===== config.mk =====
export PLATFORM = sky130hd
export DESIGN_NAME = serial_add_unit
export DESIGN_NICKNAME = d
export VERILOG_FILES = /design/src/rtl/sadd_pkg.sv /design/src/rtl/sadd_fa.sv /design/src/rtl/sadd_shreg.sv /design/src/rtl/sadd_seq.sv /design/src/rtl/serial_add_unit.sv
export SDC_FILE = /design/constraint.sdc
export NUM_CORES = 1
export LEC_CHECK = 0
export BUFFER_PORTS_ARGS = -buffer_cell sky130_fd_sc_hd__buf_2
export CELL_PAD_IN_SITES_DETAIL_PLACEMENT = 2
export CELL_PAD_IN_SITES_GLOBAL_PLACEMENT = 2
export CORE_MARGIN = 3
export CORE_UTILIZATION = 24
export DETAILED_ROUTE_END_ITERATION = 8
export PLACE_DENSITY_LB_ADDON = 0.1
export SYNTH_ARGS = -nofsm -noshare
export SYNTH_HDL_FRONTEND = slang
export SYNTH_SLANG_ARGS = --single-unit

===== constraint.sdc =====
create_clock -name clk -period 1.45 [get_ports clk]
set_input_delay 0.0725 -clock clk [delete_from_list [all_inputs] [get_ports clk]]
set_output_delay 0.0725 -clock clk [all_outputs]
set_load 0.005 [all_outputs]

===== src/rtl/sadd_pkg.sv =====
package sadd_pkg;

    // Operation applied to an operand shift register in a given cycle.
    typedef enum logic [1:0] {
        SR_HOLD  = 2'd0,
        SR_LOAD  = 2'd1,
        SR_SHIFT = 2'd2
    } sr_op_e;

endpackage


===== src/rtl/sadd_fa.sv =====
module sadd_fa (
    input  logic a,
    input  logic b,
    input  logic cin,
    output logic sum,
    output logic cout
);
    logic half_s;

    always_comb begin
        half_s = a ^ b;
        sum    = half_s ^ cin;
        cout   = (a & b) | (half_s & cin);
    end
endmodule


===== src/rtl/sadd_shreg.sv =====
module sadd_shreg
    import sadd_pkg::*;
#(
    parameter int W = 4
) (
    input  logic         clk,
    input  logic         rst_n,
    input  sr_op_e       op,
    input  logic [W-1:0] par_in,
    input  logic         ser_in,
    output logic [W-1:0] q,
    output logic         ser_out
);
    typedef struct packed {
        logic [W-1:0] bits;
    } sr_state_t;

    sr_state_t st_d, st_q;

    always_comb begin
        st_d = st_q;
        unique case (op)
            SR_LOAD:  st_d.bits = par_in;
            SR_SHIFT: st_d.bits = {ser_in, st_q.bits[W-1:1]};
            default:  st_d.bits = st_q.bits;
        endcase
    end

    always_ff @(posedge clk) begin
        if (!rst_n) begin
            st_q <= '0;
        end else begin
            st_q <= st_d;
        end
    end

    assign q       = st_q.bits;
    assign ser_out = st_q.bits[0];
endmodule


===== src/rtl/sadd_seq.sv =====
module sadd_seq
    import sadd_pkg::*;
#(
    parameter int W = 4
) (
    input  logic   clk,
    input  logic   rst_n,
    input  logic   start,
    input  logic   shift_en,
    output sr_op_e op,
    output logic   busy,
    output logic   done
);
    localparam int CW = (W > 1) ? $clog2(W) : 1;
    localparam logic [CW-1:0] LAST_STEP = CW'(W - 1);

    typedef struct packed {
        logic          busy;
        logic          done;
        logic [CW-1:0] step;
    } seq_state_t;

    seq_state_t st_d, st_q;

    always_comb begin
        st_d      = st_q;
        st_d.done = 1'b0;
        if (start) begin
            op        = SR_LOAD;
            st_d.busy = 1'b1;
            st_d.step = '0;
        end else if (st_q.busy && shift_en) begin
            op        = SR_SHIFT;
            st_d.step = st_q.step + 1'b1;
            if (st_q.step == LAST_STEP) begin
                st_d.busy = 1'b0;
                st_d.done = 1'b1;
                st_d.step = '0;
            end
        end else begin
            op = SR_HOLD;
        end
    end

    always_ff @(posedge clk) begin
        if (!rst_n) begin
            st_q <= '0;
        end else begin
            st_q <= st_d;
        end
    end

    assign busy = st_q.busy;
    assign done = st_q.done;
endmodule


===== src/rtl/serial_add_unit.sv =====
module serial_add_unit
    import sadd_pkg::*;
#(
    parameter int W = 4
) (
    input  logic         clk,
    input  logic         rst_n,
    input  logic         start,
    input  logic [W-1:0] opa_in,
    input  logic [W-1:0] opb_in,
    input  logic         shift_en,
    input  logic         ser_in,
    output logic [W-1:0] reg_a,
    output logic [W-1:0] reg_b,
    output logic         carry,
    output logic         done
);
    typedef struct packed {
        logic cy;
    } cy_state_t;

    sr_op_e    op;
    logic      busy;
    logic      a_bit, b_bit;
    logic      sum_bit, cy_out;
    cy_state_t cy_d, cy_q;

    sadd_seq #(.W(W)) u_seq (
        .clk      (clk),
        .rst_n    (rst_n),
        .start    (start),
        .shift_en (shift_en),
        .op       (op),
        .busy     (busy),
        .done     (done)
    );

    sadd_shreg #(.W(W)) u_reg_a (
        .clk     (clk),
        .rst_n   (rst_n),
        .op      (op),
        .par_in  (opa_in),
        .ser_in  (sum_bit),
        .q       (reg_a),
        .ser_out (a_bit)
    );

    sadd_shreg #(.W(W)) u_reg_b (
        .clk     (clk),
        .rst_n   (rst_n),
        .op      (op),
        .par_in  (opb_in),
        .ser_in  (ser_in),
        .q       (reg_b),
        .ser_out (b_bit)
    );

    sadd_fa u_fa (
        .a    (a_bit),
        .b    (b_bit),
        .cin  (cy_q.cy),
        .sum  (sum_bit),
        .cout (cy_out)
    );

    always_comb begin
        cy_d = cy_q;
        unique case (op)
            SR_LOAD:  cy_d.cy = 1'b0;
            SR_SHIFT: cy_d.cy = cy_out;
            default:  cy_d.cy = cy_q.cy;
        endcase
    end

    always_ff @(posedge clk) begin
        if (!rst_n) begin
            cy_q <= '0;
        end else begin
            cy_q <= cy_d;
        end
    end

    assign carry = cy_q.cy;
endmodule


==> flow_summary.ini <==
[status]
outcome = finished clean

[timing]
rsz0062_at_grt = no
maxSlewViolCount = 0
final-setup-viol-count = 0
period_share = 0.926
finalHoldViolations = 0
worst_pin_slew_ns = 0.281
slew_headroom = 0.813
fmax_ghz = 0.745
setup_tns_ns = 0
period_minus_slack_ns = 1.34
skew_ns = 0.00456

[yosys]
syn_nets = 87
syn_inst = 72
ys_warn_count = 0
ys_seq_area_frac = 0.446
synthDominantCellAreaShare = 0.446
synth_async_sr_flop_share = 0
yosysTopAreaCell = dfxtp_1
syn_area_per_cell_um2 = 8.10
yosysMostFrequentCell = nand2_1
synth_area_um2 = 583
ys_top_cells_by_count = nand2_1 (21), dfxtp_1 (13), a31oi_1 (7), o21ai_0 (7), inv_1 (5)
synth_area_leaders = dfxtp_1 (45%), nand2_1 (14%), a31oi_1 (7.5%)
synth_edf_count = 0
ys_ff_latch = 13
synth_cell_type_count = 20
synth_flop_cell = dfxtp_1

[critical_path]
worstPathRequired_ns = 1.61
crit_path_max_incr_delay_ns = 0.55
cp_max_fo = 3
cp-end-kind = flop
cpMaxStageDelayCell = fa_1
crit_chain = inv_1 > fa_1 > nand3_1 > o211ai_1 > a21boi_1
arrival_ns = 1.51
startpoint_type = flop
crit_type = flop to flop

[floorplan]
coreArea_um2 = 2250
num_rows = 17
die_x_um = 55.3
dieArea_um2 = 3060
io-pin-count = 23
start_util = 0.259
die_h_um = 55.3

[drt]
routed_wl_um = 1660
wire_per_inst_um = 13.4
drcViolationCount = 0
first_pass_iters = 4
vias = 580
via_per_inst = 4.68
drt_iter0_drc = 2
ant_nets = 0

[job]
drv_cap = 0

[cells_and_area]
stdcell_count = 124
fin_util = 0.328
areaGrowthSynthToFinish_pct = 26.8
stdcell_area_um2 = 739
drive_gt1_frac = 0.313
layout.nets = 112
n_antenna_cell = 0
num-fill-cells = 303

[clock_tree]
clk_latency_ns = 0.28
clock_sinks = 13
cts_tree = done
htree_levels = 1
hold_buffers = 0
clk_pin_slew_worst_paths_ns = 0.09
cts_made_buffers = 3
clock-root-buffer = clkbuf_4
cts_buffer_depth = 2

[global_routing]
antenna_found_initial = 0
overflow = 0
grt_max_degree = 11
grt_pass1_vias = 572
gr-usage-all-layers = 0.117
grt_pass1_wl_um = 2700

[power_and_ir_drop]
power_density_nw_per_um2 = 988
irDropWorstVdd_uv = 340
p_leak_nw = 0.319
fin_total_pwr_mw = 0.731

[placed_design]
post-dp-hpwl_um = 1270
dp_cells = 120
post_dp_cell_area_um2 = 712
place_congestion = 0.682
numPortBuffers = 22

[min_path]
hp-class = input port to flop
worst paths after layout:
kind / start / end / slack (ns) / cells past startpoint
worst max-delay path: carry / u_reg_a.q[3] / 0.11 / 5
worst max register to register: carry / u_reg_a.q[3] / 0.11 / 5
worst min register to register: u_seq.st_q[1] / u_seq.st_q[1] / 0.47 / 2
worst min-delay path: ser_in / u_reg_b.q[3] / 0.04 / 3
power breakdown:
group / leakage [nW] / internal (mW) / switching, mW
clock network: 0.0150 / 0.107 / 0.126
logic: 0.196 / 0.0488 / 0.0580
registers: 0.108 / 0.377 / 0.0142
layer usage:
| metal | global-route usage | share of wire |
|---|---|---|
| met1 | 0.158 | 0.50 |
| met2 | 0.166 | 0.43 |
| met3 | 0.0304 | 0.054 |
| met4 | 0.0729 | 0.016 |
| met5 | 0 | 0 |
logic make-up after synthesis:
group           Yosys count  synth area share
compound gates           20             0.208
simple gates             27             0.191
fa+ha+maj                 2            0.0558
buf+inv                  10            0.0987
flops                    13             0.446
cell type report:
| cell class | count | area (um2) | share of cell area |
|---|---|---|---|
| clock buffers | 4 | 26.3 | 0.0355 |
| inverters | 5 | 18.8 | 0.0254 |
| multi-input cells | 49 | 265 | 0.359 |
| flip-flops and latches | 13 | 262 | 0.354 |
| well taps | 28 | 35.0 | 0.0474 |
| repair buffers | 25 | 133 | 0.179 |
state kept, by name, indices dropped and copies added, names as in the netlist:
name,flops
u_seq.st_q,2
u_seq.busy,1
u_seq.done,1
u_reg_b.q,4
u_reg_a.q,4
carry,1
worst max-delay path: cells and delay by family (launching register included):
kind	cells	cell delay [ns]
adder cells (fa/ha/maj)	1	0.55
flip-flops	1	0.34
AO/OA/AOI/OAI	2	0.20
AND/OR/NAND/NOR	1	0.08
buffers and inverters	1	0.06
per-stage QoR:
stage	hold slack [ns]	setup slack, ns
floorplan	0.201	0.167
global placement	0.338	0.146
detailed placement	0.342	0.0900
CTS	0.0320	0.0553
global route	0.0609	0.0109
finish	0.0386	0.108
what timing repair did:
item	4_1_cts	5_1_grt
gates resized for setup	1	1
setup endpoints to repair	1	1
buffers inserted	0	0
pin swaps	0	1
placed cells by master, fill, tap and decap left out, types with 3 or more instances in the layout:
| cell | instances |
|---|---|
| dfxtp_1 | 12 |
| inv_1 | 5 |
| nand2_1 | 21 |
| o21ai_0 | 7 |
| buf_4 | 3 |
| clkbuf_4 | 3 |
| buf_2 | 22 |
| a21oi_1 | 3 |
| a31oi_1 | 7 |
(Power assumes the default switching activity.)
